==> src/rtl/segip_pkg.sv <==
package segip_pkg;

    parameter int SEG_W = 16;
    parameter int OFS_W = 16;
    parameter int LEN_W = 3;

    typedef enum logic [2:0] {
        OP_NONE,
        OP_ADV,
        OP_RET,
        OP_NEAR,
        OP_FAR,
        OP_IRQ
    } op_e;

    typedef struct packed {
        logic [SEG_W-1:0] cs;
        logic [OFS_W-1:0] ip;
        logic             push_v;
        logic             push_far;
        logic [SEG_W-1:0] push_seg;
        logic [OFS_W-1:0] push_ofs;
    } ptr_state_t;

endpackage

==> src/rtl/segip_arbiter.sv <==
module segip_arbiter
    import segip_pkg::*;
(
    input  logic irq_req,
    input  logic far_req,
    input  logic near_req,
    input  logic ret_req,
    input  logic adv_req,
    output op_e  op
);

    always_comb begin
        if (irq_req)       op = OP_IRQ;
        else if (far_req)  op = OP_FAR;
        else if (near_req) op = OP_NEAR;
        else if (ret_req)  op = OP_RET;
        else if (adv_req)  op = OP_ADV;
        else               op = OP_NONE;
    end

endmodule

==> src/rtl/segip_next.sv <==
module segip_next
    import segip_pkg::*;
(
    input  op_e              op,
    input  ptr_state_t       cur,
    input  logic             link,
    input  logic             ret_far,
    input  logic [LEN_W-1:0] instr_len,
    input  logic [SEG_W-1:0] irq_seg,
    input  logic [OFS_W-1:0] irq_ofs,
    input  logic [SEG_W-1:0] far_seg,
    input  logic [OFS_W-1:0] far_ofs,
    input  logic [OFS_W-1:0] near_ofs,
    input  logic [SEG_W-1:0] pop_seg,
    input  logic [OFS_W-1:0] pop_ofs,
    output ptr_state_t       nxt
);

    logic [OFS_W-1:0] step_ofs_d;

    always_comb begin
        step_ofs_d   = cur.ip + OFS_W'(instr_len);
        nxt          = cur;
        nxt.push_v   = 1'b0;
        nxt.push_far = 1'b0;
        unique case (op)
            OP_IRQ: begin
                nxt.push_v   = 1'b1;
                nxt.push_far = 1'b1;
                nxt.push_seg = cur.cs;
                nxt.push_ofs = cur.ip;
                nxt.cs       = irq_seg;
                nxt.ip       = irq_ofs;
            end
            OP_FAR: begin
                if (link) begin
                    nxt.push_v   = 1'b1;
                    nxt.push_far = 1'b1;
                    nxt.push_seg = cur.cs;
                    nxt.push_ofs = step_ofs_d;
                end
                nxt.cs = far_seg;
                nxt.ip = far_ofs;
            end
            OP_NEAR: begin
                if (link) begin
                    nxt.push_v   = 1'b1;
                    nxt.push_seg = cur.cs;
                    nxt.push_ofs = step_ofs_d;
                end
                nxt.ip = near_ofs;
            end
            OP_RET: begin
                nxt.ip = pop_ofs;
                if (ret_far) nxt.cs = pop_seg;
            end
            OP_ADV: begin
                if (instr_len != '0) nxt.ip = step_ofs_d;
            end
            default: begin
            end
        endcase
    end

endmodule

==> src/rtl/segip_addr.sv <==
module segip_addr
    import segip_pkg::*;
#(
    parameter int ADDR_W = 20,
    parameter int SHIFT  = 4
) (
    input  logic [SEG_W-1:0]  cs,
    input  logic [OFS_W-1:0]  ip,
    output logic [ADDR_W-1:0] addr
);

    localparam int WIDE_W = ((SEG_W + SHIFT) > OFS_W ? (SEG_W + SHIFT) : OFS_W) + 1;

    logic [WIDE_W-1:0] sum_d;

    always_comb begin
        sum_d = (WIDE_W'(cs) << SHIFT) + WIDE_W'(ip);
        addr  = sum_d[ADDR_W-1:0];
    end

endmodule

==> src/rtl/seg_ip_unit.sv <==
module seg_ip_unit
    import segip_pkg::*;
#(
    parameter int               ADDR_W    = 20,
    parameter int               SHIFT     = 4,
    parameter logic [SEG_W-1:0] RESET_SEG = 16'hFFFF,
    parameter logic [OFS_W-1:0] RESET_OFS = 16'h0000
) (
    input  logic              clk,
    input  logic              rst,
    input  logic              irq_req,
    input  logic [SEG_W-1:0]  irq_seg,
    input  logic [OFS_W-1:0]  irq_ofs,
    input  logic              far_req,
    input  logic [SEG_W-1:0]  far_seg,
    input  logic [OFS_W-1:0]  far_ofs,
    input  logic              near_req,
    input  logic [OFS_W-1:0]  near_ofs,
    input  logic              link,
    input  logic              ret_req,
    input  logic              ret_far,
    input  logic [SEG_W-1:0]  pop_seg,
    input  logic [OFS_W-1:0]  pop_ofs,
    input  logic              adv_req,
    input  logic [LEN_W-1:0]  instr_len,
    output logic [ADDR_W-1:0] fetch_addr,
    output logic [SEG_W-1:0]  cs_out,
    output logic [OFS_W-1:0]  ip_out,
    output logic              push_valid,
    output logic              push_far,
    output logic [SEG_W-1:0]  push_seg,
    output logic [OFS_W-1:0]  push_ofs
);

    op_e        op;
    ptr_state_t state_q;
    ptr_state_t state_d;

    segip_arbiter u_arb (
        .irq_req  (irq_req),
        .far_req  (far_req),
        .near_req (near_req),
        .ret_req  (ret_req),
        .adv_req  (adv_req),
        .op       (op)
    );

    segip_next u_next (
        .op        (op),
        .cur       (state_q),
        .link      (link),
        .ret_far   (ret_far),
        .instr_len (instr_len),
        .irq_seg   (irq_seg),
        .irq_ofs   (irq_ofs),
        .far_seg   (far_seg),
        .far_ofs   (far_ofs),
        .near_ofs  (near_ofs),
        .pop_seg   (pop_seg),
        .pop_ofs   (pop_ofs),
        .nxt       (state_d)
    );

    always_ff @(posedge clk) begin
        if (rst) begin
            state_q          <= '0;
            state_q.cs       <= RESET_SEG;
            state_q.ip       <= RESET_OFS;
        end else begin
            state_q <= state_d;
        end
    end

    segip_addr #(
        .ADDR_W (ADDR_W),
        .SHIFT  (SHIFT)
    ) u_addr (
        .cs   (state_q.cs),
        .ip   (state_q.ip),
        .addr (fetch_addr)
    );

    assign cs_out     = state_q.cs;
    assign ip_out     = state_q.ip;
    assign push_valid = state_q.push_v;
    assign push_far   = state_q.push_far;
    assign push_seg   = state_q.push_seg;
    assign push_ofs   = state_q.push_ofs;

    p_reset_vals_r1: assert property (@(posedge clk)
        rst |=> (cs_out == RESET_SEG && ip_out == RESET_OFS && !push_valid));

    p_adv_seg_hold_r3: assert property (@(posedge clk) disable iff (rst)
        (op == OP_ADV) |=> (cs_out == $past(cs_out)));

    p_zero_len_r4: assert property (@(posedge clk) disable iff (rst)
        (op == OP_ADV && instr_len == '0) |=> $stable(ip_out));

    p_near_seg_r5: assert property (@(posedge clk) disable iff (rst)
        (op == OP_NEAR) |=> (cs_out == $past(cs_out) && ip_out == $past(near_ofs)));

    p_far_load_r6: assert property (@(posedge clk) disable iff (rst)
        (op == OP_FAR) |=> (cs_out == $past(far_seg) && ip_out == $past(far_ofs)));

    p_near_call_r7: assert property (@(posedge clk) disable iff (rst)
        (op == OP_NEAR && link) |=> (push_valid && !push_far));

    p_irq_frame_r9: assert property (@(posedge clk) disable iff (rst)
        irq_req |=> (push_valid && push_far && push_ofs == $past(ip_out)
                     && push_seg == $past(cs_out) && cs_out == $past(irq_seg)));

    p_near_ret_r10: assert property (@(posedge clk) disable iff (rst)
        (op == OP_RET && !ret_far) |=> (cs_out == $past(cs_out) && ip_out == $past(pop_ofs)));

    p_pulse_r12: assert property (@(posedge clk) disable iff (rst)
        (op == OP_ADV || op == OP_RET || op == OP_NONE) |=> !push_valid);

endmodule

==> config.mk <==
export PLATFORM = sky130hd
export DESIGN_NAME = seg_ip_unit
export DESIGN_NICKNAME = d
export VERILOG_FILES = /design/src/rtl/segip_pkg.sv /design/src/rtl/segip_arbiter.sv /design/src/rtl/segip_next.sv /design/src/rtl/segip_addr.sv /design/src/rtl/seg_ip_unit.sv
export SDC_FILE = /design/constraint.sdc
export NUM_CORES = 1
export LEC_CHECK = 0
export BUFFER_PORTS_ARGS = -buffer_cell sky130_fd_sc_hd__buf_2
export CAP_MARGIN = 0
export CORE_AREA = 3 3 109 111
export DETAILED_ROUTE_END_ITERATION = 10
export DIE_AREA = 0 0 112 114
export PLACE_DENSITY = 0.72
export SLEW_MARGIN = 20
export SYNTH_ARGS = -nofsm -noshare
export SYNTH_HDL_FRONTEND = slang
export SYNTH_SLANG_ARGS = --single-unit
==> constraint.sdc <==
create_clock -name clk -period 2.2 [get_ports clk]
set_input_delay 0.11 -clock clk [delete_from_list [all_inputs] [get_ports clk]]
set_output_delay 0.11 -clock clk [all_outputs]
set_load 0.01 [all_outputs]
==> impl_metrics.tcl <==
set metrics [dict create \
    drc_violations 0 \
    postPlaceCellArea_um2 5720 \
    grt_pass1_vias 4986 \
    worst_hold_slack_ns 0.0465 \
    yosysTopAreaCell "sky130_fd_sc_hd__dfxtp_1" \
    clockBufferDepth 2 \
    grt_use_met1 0.346 \
    floorplan.die.width_um 112 \
    critical_path.endpoint_type "primary output" \
    ant_nets 0 \
    cts_hold_buf 0 \
    timing.setup.critical_path_class "register to primary output" \
    synth_top_area_share 0.305 \
    wl_um 17500 \
    drt-pass1-iter-count 5 \
    failed_checks "setup timing" \
    rsz_0062_raised_after_global_routing "yes" \
    irDropWorstVdd_mv 0.511 \
    via_count 5325 \
    cellPowerDensity_nw_per_um2 640 \
    postLayoutSetupSlackWorst_ns -0.301 \
    cts.reportedPaths.clkPinSlew_ns 0.07 \
    area_growth_pct 43.2 \
    post_synth_instance_area_um2 4340 \
    max_freq_mhz 400 \
    grt_overflow_total 0 \
    clock-skew-final_ns 0.00892 \
    max_cap_violations 0 \
    worst-path-max-fanout 2 \
    fin_area_um2 6210 \
    stdcell_count 937 \
    worstSetupStartpointType "register" \
    die_h_um 114 \
    tmin_final_ns 2.50 \
    dieArea_um2 12800 \
    cp_data_arrival_time_ns 2.39 \
    num_antenna_cells 0 \
    fin_total_pwr_w 0.00398 \
    syn_avg_cell_area_um2 7.70 \
    place_inst 915 \
    place.gp.congestion 0.906 \
    ios 210 \
    worst-endpoint-required_ns 2.09 \
    use_met3 0.0456 \
    num_cts_buffers 9 \
    grt_usage 0.263 \
    site_rows 38 \
    synth.distinct_cells 59 \
    clk_root_buf "sky130_fd_sc_hd__clkbuf_8" \
    ys_seq_elements 66 \
    count_of_yosys_warnings_during_synthesis 0 \
    post_detailed_route_wirelength_per_cell_um 18.7 \
    clock_latency_ns 0.36 \
    synth_enable_flop_cells 0 \
    timing.final.hold_violations 0 \
    timing.slew.headroom 0.318 \
    detail_route.vias_per_cell 5.68 \
    cts_max_level 3 \
    io_buffers 209 \
    yosysSeqAreaShare 0.305 \
    core_area_um2 10900 \
    synthesis.instances 563 \
    synth_area_leaders "sky130_fd_sc_hd__dfxtp_1 30%, sky130_fd_sc_hd__nand2_1 6.4%, sky130_fd_sc_hd__nor2_1 4.9%, sky130_fd_sc_hd__a21oi_1 4.5%, sky130_fd_sc_hd__ha_1 4.3%" \
    busiest_layer "met2" \
    grt_pass1_wl_um 26500 \
    antenna_found_initial 0 \
    async_flop_share 0 \
    cts_sinks 66 \
    initial_utilization 0.398 \
    drt_first_iter_violations 400 \
    setup-tns-final_ns -1.14 \
    postSynth.topFlopCell "sky130_fd_sc_hd__dfxtp_1" \
    worst-slew-pin-transition_ns 1.02 \
    drv_slew 0 \
    groute.layer.met2.usage 0.430 \
    fin_crit_sh 1.14 \
    timing.final.setup_violations 7 \
    min-delay-path-class "primary input to register" \
    finalNetCount 933 \
    estimated_wirelength_of_the_detail_placed_design_um 13700 \
    cts_tree "done" \
    run_status "finished, violations left" \
    p_leak_nw 2.84 \
    drive_above_1_share 0.410 \
    mappedNetlistNets 704 \
    pin_count_of_the_biggest_net_entering_global_routing 42 \
]
-- path summary, 6_finish.rpt --
kind | start | end | slack, ns | depth (start not counted)
hold / removal | link | push_far | 0.05 | 3
setup / recovery | ip_out[4] | fetch_addr[12] | -0.30 | 10
hold reg to reg | push_seg[0] | push_seg[0] | 0.45 | 2
setup reg to reg | ip_out[2] | push_ofs[13] | 0.11 | 6
-- kinds of logic (layout without fill, tap and decap cells) --
group | Yosys count | in the layout | share of synthesized area
adders and majority gates | 17 | 17 | 0.0525
AOI/OAI and AO/OA | 191 | 191 | 0.306
DFF | 66 | 66 | 0.305
muxes | 1 | 1 | 0.00260
buffers and inverters | 50 | 284 | 0.0522
and+or+nand+nor | 218 | 218 | 0.242
xor gates and xnor gates | 20 | 20 | 0.0404
-- layer usage --
layer  up-vias  share of wire
li1       2545              -
met1      2482           0.42
met2       259           0.47
met3        39          0.076
met4         0          0.031
met5         -              0
-- through the flow --
step,worst slack [ns],util
5_1_grt,-0.361,0.570
4_1_cts,-0.300,0.555
2_1_floorplan,0.00896,-
3_5_place_dp,-0.106,0.526
3_3_place_gp,-0.0387,0.526
6_report,-0.301,0.570
-- final cells by class --
| class | instances | area, um2 |
|---|---|---|
| fillers | 1031 | 4680 |
| multi-input cells | 447 | 2990 |
| repair buffers | 261 | 1470 |
| flip-flops and latches | 66 | 1340 |
| well taps | 140 | 175 |
| clock buffers | 11 | 151 |
| clock inverters | 5 | 60.1 |
| inverters | 7 | 26.3 |
-- sequential cells by signal (all words and copies together), names as in the netlist --
register    cells
push_far        1
push_valid      1
push_ofs       16
ip_out         16
cs_out         16
push_seg       16
-- cells in the mapped netlist, drive strengths merged (2+ instances only) --
cell type,count
nand3,9
a221o,3
and4,2
nor4,4
a32oi,3
fa,2
clkbuf,22
a22oi,20
and3,5
o211ai,2
xnor2,7
buf,21
or2,19
nor2b,9
ha,15
a221oi,11
a21oi,41
nor3,14
o32ai,4
dfxtp,66
a311oi,12
inv,7
nor2,57
nand2,74
nand4,6
o2111ai,3
nand2b,6
xor2,13
a21o,6
o31a,3
o31ai,3
a222oi,2
a22o,5
a31oi,26
o22ai,5
o2bb2ai,2
and2,8
o21ai,24
a211oi,9
-- repair_timing --
action | in CTS | in global routing
resized for setup | 24 | 24
pin swaps | 13 | 14
setup endpoints to repair | 10 | 12
setup buffers | 2 | 4
-- worst max-delay path, cell delays in order, from the launching register on --
cell,delay [ns]
sky130_fd_sc_hd__dfxtp_2,0.34
sky130_fd_sc_hd__ha_4,0.17
sky130_fd_sc_hd__fa_2,0.35
sky130_fd_sc_hd__a21o_1,0.20
sky130_fd_sc_hd__a221oi_2,0.23
sky130_fd_sc_hd__buf_4,0.15
sky130_fd_sc_hd__buf_4,0.10
sky130_fd_sc_hd__buf_6,0.08
sky130_fd_sc_hd__o21ai_1,0.06
sky130_fd_sc_hd__xor2_1,0.18
sky130_fd_sc_hd__buf_2,0.16
-- where the power goes --
part	total [W]	internal, W	switching (W)
clock	0.00111	0.000592	0.000522
combinational	0.00147	0.000665	0.000805
sequential	0.00139	0.00130	0.0000925
-- placed cells by master, fill, tap and decap left out, types with 6 or more instances in the layout --
cell and instances:
sky130_fd_sc_hd__a221oi_1 10, sky130_fd_sc_hd__nor3_1 14, sky130_fd_sc_hd__a31oi_1 25, sky130_fd_sc_hd__a21oi_1 36, sky130_fd_sc_hd__o21ai_0 22, sky130_fd_sc_hd__inv_1 7, sky130_fd_sc_hd__or2_1 14, sky130_fd_sc_hd__ha_1 7
sky130_fd_sc_hd__a311oi_1 12, sky130_fd_sc_hd__xor2_1 13, sky130_fd_sc_hd__a22oi_1 20, sky130_fd_sc_hd__dfxtp_1 53, sky130_fd_sc_hd__nand2_1 73, sky130_fd_sc_hd__buf_2 209, sky130_fd_sc_hd__nor2_1 56, sky130_fd_sc_hd__and2_1 8
sky130_fd_sc_hd__buf_4 46, sky130_fd_sc_hd__dfxtp_2 12, sky130_fd_sc_hd__nand2b_1 6, sky130_fd_sc_hd__a21o_1 6, sky130_fd_sc_hd__nor2b_1 9, sky130_fd_sc_hd__xnor2_1 7, sky130_fd_sc_hd__clkbuf_8 11, sky130_fd_sc_hd__ha_4 8
sky130_fd_sc_hd__a211oi_1 8
Power figures use the tool's default switching activity.
